[src/rtl/bidl_pkg.sv]
package bidl_pkg;
   localparam int FIELD_W = 2;
   localparam int CNT_W   = 3;

   typedef enum logic {ST_OPEN, ST_GAP} gap_state_e;

   // Non-linear idle code: 00->0, 01->1, 10->2, 11->4
   function automatic logic [CNT_W-1:0] idle_decode(input logic [FIELD_W-1:0] code);
      logic [CNT_W-1:0] n;
      case (code)
         2'b00:   n = 3'd0;
         2'b01:   n = 3'd1;
         2'b10:   n = 3'd2;
         default: n = 3'd4;
      endcase
      return n;
   endfunction
endpackage

[src/rtl/bidl_cfg_reg.sv]
module bidl_cfg_reg #(
   parameter int          REG_W     = 16,
   parameter logic [15:0] RESET_VAL = 16'hAAFF,
   localparam int         BYTES     = REG_W / 8
) (
   input  logic             clk,
   input  logic             rst_n,
   input  logic [BYTES-1:0] we,
   input  logic [REG_W-1:0] wdata,
   output logic [REG_W-1:0] q
);
   for (genvar b = 0; b < BYTES; b++) begin : g_lane
      always_ff @(posedge clk) begin
         if (!rst_n)
            q[8*b +: 8] <= RESET_VAL[8*b +: 8];
         else if (we[b])
            q[8*b +: 8] <= wdata[8*b +: 8];
      end
   end

   if (REG_W % 8 != 0) begin : g_bad_width
      initial $error("REG_W must be a whole number of bytes");
   end
endmodule

[src/rtl/bidl_decide.sv]
module bidl_decide
   import bidl_pkg::*;
#(
   parameter int  NUM_AREAS = 4,
   localparam int AREA_W    = $clog2(NUM_AREAS),
   localparam int CODES_W   = NUM_AREAS * FIELD_W
) (
   input  logic [CODES_W-1:0] idle_codes,
   input  logic               has_prev,
   input  logic [AREA_W-1:0]  prev_area,
   input  logic               prev_write,
   input  logic [AREA_W-1:0]  req_area,
   input  logic               req_write,
   output logic [CNT_W-1:0]   gap_cnt
);
   logic [CNT_W-1:0] area_cnt [NUM_AREAS];

   for (genvar a = 0; a < NUM_AREAS; a++) begin : g_area
      assign area_cnt[a] = idle_decode(idle_codes[FIELD_W*a +: FIELD_W]);
   end

   logic area_change, rd_to_wr;

   always_comb begin
      area_change = (req_area != prev_area);
      rd_to_wr    = !prev_write && req_write;
      gap_cnt     = (has_prev && (area_change || rd_to_wr)) ? area_cnt[prev_area] : '0;
   end
endmodule

[src/rtl/bidl_gap_fsm.sv]
module bidl_gap_fsm
   import bidl_pkg::*;
#(
   parameter int AREA_W = 2
) (
   input  logic              clk,
   input  logic              rst_n,
   input  logic              req_valid,
   input  logic [AREA_W-1:0] req_area,
   input  logic              req_write,
   input  logic [CNT_W-1:0]  gap_cnt,
   output logic              req_ready,
   output logic              bus_start,
   output logic [AREA_W-1:0] bus_area,
   output logic              bus_write,
   output logic              idle_active,
   output logic              has_prev
);
   gap_state_e        state;
   logic [CNT_W-1:0]  cnt;
   logic [AREA_W-1:0] pend_area;
   logic              pend_write;
   logic              accept;

   assign req_ready   = (state == ST_OPEN);
   assign idle_active = (state == ST_GAP);
   assign accept      = req_valid && req_ready;

   always_ff @(posedge clk) begin
      if (!rst_n) begin
         state      <= ST_OPEN;
         cnt        <= '0;
         pend_area  <= '0;
         pend_write <= 1'b0;
         bus_start  <= 1'b0;
         bus_area   <= '0;
         bus_write  <= 1'b0;
         has_prev   <= 1'b0;
      end else begin
         bus_start <= 1'b0;
         case (state)
            ST_OPEN: if (accept) begin
               if (gap_cnt == '0) begin
                  bus_start <= 1'b1;
                  bus_area  <= req_area;
                  bus_write <= req_write;
                  has_prev  <= 1'b1;
               end else begin
                  state      <= ST_GAP;
                  cnt        <= gap_cnt;
                  pend_area  <= req_area;
                  pend_write <= req_write;
               end
            end
            default: begin
               cnt <= cnt - 1'b1;
               if (cnt == 1) begin
                  state     <= ST_OPEN;
                  bus_start <= 1'b1;
                  bus_area  <= pend_area;
                  bus_write <= pend_write;
                  has_prev  <= 1'b1;
               end
            end
         endcase
      end
   end

   // Checker state: length of the current idle run and the count granted at acceptance
   logic [CNT_W:0]   run_len;
   logic [CNT_W-1:0] need_q;
   always_ff @(posedge clk) begin
      if (!rst_n) begin
         run_len <= '0;
         need_q  <= '0;
      end else if (accept) begin
         run_len <= '0;
         need_q  <= gap_cnt;
      end else if (idle_active) begin
         run_len <= run_len + 1'b1;
      end
   end

   AST_NO_START_IN_GAP: assert property (@(posedge clk) disable iff (!rst_n)
      idle_active |-> !bus_start);
   AST_START_ENDS_GAP: assert property (@(posedge clk) disable iff (!rst_n)
      $fell(idle_active) |-> bus_start);
   AST_PEND_HELD: assert property (@(posedge clk) disable iff (!rst_n)
      (idle_active && $past(idle_active)) |-> ($stable(pend_area) && $stable(pend_write)));
   AST_GAP_MINIMUM: assert property (@(posedge clk) disable iff (!rst_n)
      $fell(idle_active) |-> (run_len >= {1'b0, need_q}));
endmodule

[src/rtl/bus_idle_gap_ctrl.sv]
module bus_idle_gap_ctrl
   import bidl_pkg::*;
#(
   parameter int          NUM_AREAS = 4,
   parameter int          REG_W     = 16,
   parameter int          IDLE_LSB  = 8,
   parameter logic [15:0] RESET_VAL = 16'hAAFF,
   localparam int         AREA_W    = $clog2(NUM_AREAS),
   localparam int         BYTES     = REG_W / 8,
   localparam int         CODES_W   = NUM_AREAS * FIELD_W
) (
   input  logic              clk,
   input  logic              rst_n,
   input  logic [BYTES-1:0]  cfg_we,
   input  logic [REG_W-1:0]  cfg_wdata,
   output logic [REG_W-1:0]  cfg_rdata,
   input  logic              req_valid,
   input  logic [AREA_W-1:0] req_area,
   input  logic              req_write,
   output logic              req_ready,
   output logic              bus_start,
   output logic [AREA_W-1:0] bus_area,
   output logic              bus_write,
   output logic              idle_active
);
   if (IDLE_LSB + CODES_W != REG_W) begin : g_bad_layout
      initial $error("idle codes must fill the register above IDLE_LSB");
   end
   if ((1 << AREA_W) != NUM_AREAS) begin : g_bad_areas
      initial $error("NUM_AREAS must be a power of two");
   end

   logic [CNT_W-1:0] gap_cnt;
   logic             has_prev;

   bidl_cfg_reg #(.REG_W(REG_W), .RESET_VAL(RESET_VAL)) cfg_i (
      .clk(clk), .rst_n(rst_n), .we(cfg_we), .wdata(cfg_wdata), .q(cfg_rdata)
   );

   bidl_decide #(.NUM_AREAS(NUM_AREAS)) decide_i (
      .idle_codes(cfg_rdata[REG_W-1:IDLE_LSB]),
      .has_prev(has_prev),
      .prev_area(bus_area),
      .prev_write(bus_write),
      .req_area(req_area),
      .req_write(req_write),
      .gap_cnt(gap_cnt)
   );

   bidl_gap_fsm #(.AREA_W(AREA_W)) fsm_i (
      .clk(clk), .rst_n(rst_n),
      .req_valid(req_valid), .req_area(req_area), .req_write(req_write),
      .gap_cnt(gap_cnt),
      .req_ready(req_ready), .bus_start(bus_start), .bus_area(bus_area),
      .bus_write(bus_write), .idle_active(idle_active), .has_prev(has_prev)
   );

   logic [FIELD_W-1:0] prev_code;
   logic               take;
   assign prev_code = cfg_rdata[IDLE_LSB + FIELD_W*bus_area +: FIELD_W];
   assign take      = req_valid && req_ready && has_prev;

   AST_SAME_KIND_NO_GAP: assert property (@(posedge clk) disable iff (!rst_n)
      (take && req_area == bus_area && !(!bus_write && req_write)) |=> bus_start);
   AST_AREA_CHANGE_GAP: assert property (@(posedge clk) disable iff (!rst_n)
      (take && req_area != bus_area && prev_code != '0) |=> idle_active);
   AST_RD_WR_GAP: assert property (@(posedge clk) disable iff (!rst_n)
      (take && req_area == bus_area && !bus_write && req_write && prev_code != '0) |=> idle_active);
   AST_FIRST_NO_GAP: assert property (@(posedge clk) disable iff (!rst_n)
      (req_valid && req_ready && !has_prev) |=> bus_start);
endmodule

[config.mk]
export PLATFORM = sky130hd
export DESIGN_NAME = bus_idle_gap_ctrl
export DESIGN_NICKNAME = d
export VERILOG_FILES = /design/src/rtl/bidl_pkg.sv /design/src/rtl/bidl_cfg_reg.sv /design/src/rtl/bidl_decide.sv /design/src/rtl/bidl_gap_fsm.sv /design/src/rtl/bus_idle_gap_ctrl.sv
export SDC_FILE = /design/constraint.sdc
export NUM_CORES = 1
export LEC_CHECK = 0
export ABC_AREA = 1
export BUFFER_PORTS_ARGS = -buffer_cell sky130_fd_sc_hd__buf_2
export CAP_MARGIN = 20
export CORE_MARGIN = 3
export CORE_UTILIZATION = 35
export CTS_CLUSTER_DIAMETER = 100
export DETAILED_ROUTE_END_ITERATION = 10
export GPL_ROUTABILITY_DRIVEN = 0
export GPL_TIMING_DRIVEN = 0
export MAX_ROUTING_LAYER = met4
export SLEW_MARGIN = 5
export SYNTH_ARGS = -nofsm -noshare
export SYNTH_HDL_FRONTEND = slang
export SYNTH_SLANG_ARGS = --single-unit
[constraint.sdc]
create_clock -name clk -period 3.3 [get_ports clk]
set_input_delay 0.33 -clock clk [delete_from_list [all_inputs] [get_ports clk]]
set_output_delay 0.33 -clock clk [all_outputs]
set_load 0.005 [all_outputs]
==> summary.md <==
| Metric | Value |
|---|---|
| Status | finished clean |
| Initial DRT Pass Iterations | 4 |
| Setup Fix Bufs, Post-CTS | 0 |
| Chip height | 68.2 µm |
| Worst-Margin Slew | 0.464 ns |
| PwrDens | 520 mW/mm² |
| Comb pwr share | 0.247 |
| H-tree levels | 1 |
| # hold bufs at CTS | 0 |
| Seq pwr share | 0.445 |
| Peak VDD IR | 367 µV |
| Rows | 21 |
| Switching part of the total | 0.296 |
| # clock sinks | 28 |
| DR vias/cell | roughly 4.7 |
| Bufs on Longest Clock Path | 2 |
| Synth unique cells | 20 |
| Final HPWL DP | 2.46 mm |
| Vias | 1370 |
| Maxcap violations | 0 |
| Placed Area | 0.00163 mm² |
| Post-synth net total | between 200 and 250 |
| Total GRT Usage | 0.154 |
| Worst Skew | 0.00208 ns |
| Num ports | 46 |
| Post-synth top area cell | dfxtp_1 |
| Yosys reg bits | 28 |
| Minimum clock period | 1.72 ns |
| Final Max Slew Viols | 0 |
| YS warnings | 0 |
| Critical Path End Type | primary output |
| CP startpoint kind | flip-flop |
| TNS Setup | 0 ns |
| Slew Limit Headroom | 0.691 |
| Largest net degree at the start of global routing | 17 |
| Internal power | 0.622 mW |
| Post-route DRC | 0 |
| Seq/Total Area, Yosys | 0.414 |
| Final hold vios | 0 |
| Fmax | 582 MHz |
| CTS tree | done |
| Leak | around 0.89 nW |
| Synthesized area per cell | between 6 and 7 µm² |
| Diode count | 0 |
| WL per Instance | approximately 11 µm |
| Die X-Extent | 68.2 µm |
| Worst min path class | primary input to flip-flop |
| Iter 0 DRT Violations | 44 |
| CTS root buffer | clkbuf_8 |
| Area grow syn2layout | 25.4% |
| Grt total ovfl | 0 |
| Die ar. | 0.00465 mm² |
| Cells along the critical path | clkbuf_1 > inv_1 > clkbuf_1 > buf_2 |
| Net Switching | between 0.2 and 0.3 mW |
| Layout cells sized above 1 | 0.242 |
| Clk Latency, worst-skew pair | 0.27 ns |
| Initial Util | 0.385 |
| Worst EP required | 2.97 ns |
| Slowest stage delay, CP | 0.33 ns |
| Total wire length | 3.11 mm |
| Power share of the clock group | 0.308 |
| Most used cell, CP | clkbuf_1 |
| Critical-path top delay cell | clkbuf_1 |
| Crit path kind | flip-flop to primary output |
| Initial antenna violation count | 0 |
| Post-synth top area share | 0.414 |
| CTS resizes | 0 |
| Antenna Violating Nets Remaining | 0 |
| Port Buf Inserts | 43 |
| First-pass GRT wire length | 5.31 mm |
| Cell Area, Synth | 0.00136 mm² |
| Final #Nets | 275 |
| Final Cell Area | 0.00170 mm² |
| Worst EP arrival | 1.39 ns |
| Area contributors post-synth | dfxtp_1 41%, nand2_1 15%, nand3_1 12%, inv_1 5.8%, a21oi_1 4.4% |
| Total CTS buffers | 3 |
| Clk slew on worst S/H paths | 0.10 ns |
| Final setup viols | 0 |
| Vias in the first global route | 1288 |
| Crit Path Max Fanout | 10 |
| Fin crit share | 0.521 |
| RSZ-0062 raised after global routing | false |
| Mapped Cells | 201 |
| Placeable Area | 0.00352 mm² |
cells by family (layout without fill, tap and decap cells):
logic type      after synthesis  in the layout  synth area share
buf+inv                      30             77            0.0914
compound gates               30             30             0.115
simple gates                111            111             0.362
flops                        28             28             0.414
fa+ha+maj                     2              2            0.0185
power groups by stage:
stage	Sequential (mW)	Combinational, mW	Clock, mW
floorplan	0.401	0.151	0
global placement	0.401	0.218	0
detailed placement	0.401	0.221	0
CTS	0.393	0.221	0.282
global route	0.397	0.255	0.295
finish	0.393	0.218	0.272
critical path: cells and delay by family, from the launching register on:
| kind | cells | cell delay [ns] |
|---|---|---|
| buf+inv | 4 | 0.80 |
| flops | 1 | 0.32 |
metrics by stage:
stage | setup slack, ns | hold WS (ns) | cells | power [mW] | util
after global routing | 1.40 | 0.250 | 294 | 0.948 | 0.483
after floorplan | 1.95 | 0.440 | 201 | 0.552 | -
after CTS | 1.55 | 0.251 | 294 | 0.896 | 0.483
after detailed placement | 1.81 | 0.442 | 290 | 0.621 | 0.462
after global placement | 1.79 | 0.444 | 290 | 0.620 | 0.462
final | 1.58 | 0.256 | 294 | 0.883 | 0.483
synth_stat cells:
cell type,instances
clkbuf_1,5
o21ai_1,4
buf_2,1
nor2_1,15
ha_1,2
dfxtp_1,28
nand2_2,3
buf_6,1
nor2_4,1
nand3_2,2
o21ai_2,1
nand3_1,33
nand2_1,55
o21ai_0,12
inv_1,21
a31oi_1,1
inv_2,1
nor2_2,2
a21oi_1,12
inv_4,1
routing by layer:
metal / global-route usage / up-vias / wire length (µm)
met4: 0.0447 / 0 / 24
met5: - / - / 0
met3: 0.0411 / 2 / 195
met1: 0.169 / 597 / 1440
li1: - / 739 / -
met2: 0.273 / 32 / 1460
registers in the layout (all words and copies together), names as in the netlist:
name / cells
cfg_i.q: 16
fsm_i.bus_area: 2
fsm_i.bus_start: 1
fsm_i.bus_write: 1
fsm_i.cnt: 3
fsm_i.has_prev: 1
fsm_i.idle_active: 1
fsm_i.pend_area: 2
fsm_i.pend_write: 1
cell usage in the layout, fill, tap and decap left out, types with 3 or more instances in the layout:
master    synthesis  final
o21ai_1           4      4
inv_1            21     21
nand2_2           3      3
nand2_1          55     55
a21oi_1          12     12
clkbuf_8          0      3
nor2_1           15     15
buf_2             1     44
o21ai_0          12     12
dfxtp_1          28     28
clkbuf_1          5      5
nand3_1          33     33
final cells by class:
cell class | count | area [µm²]
Tap cell | 46 | 57.6
Clock buffer | 3 | 41.3
Clock inverter | 1 | 30.0
Inverter | 23 | 88.8
Timing Repair Buffer | 43 | 215
Multi-Input combinational cell | 143 | 671
Fill cell | 395 | 1820
Sequential cell | 28 | 561
Buffer | 7 | 35.0
path summary, 6_finish.rpt:
kind,start,endpoint,slack (ns),depth (start not counted)
max,fsm_i.idle_active,req_ready,1.58,4
min,cfg_wdata[6],cfg_i.q[6],0.26,3
max reg2reg,fsm_i.bus_area[1],fsm_i.pend_area[0],1.80,11
min reg2reg,cfg_i.q[4],cfg_i.q[4],0.46,2
(Power assumes the default switching activity.)
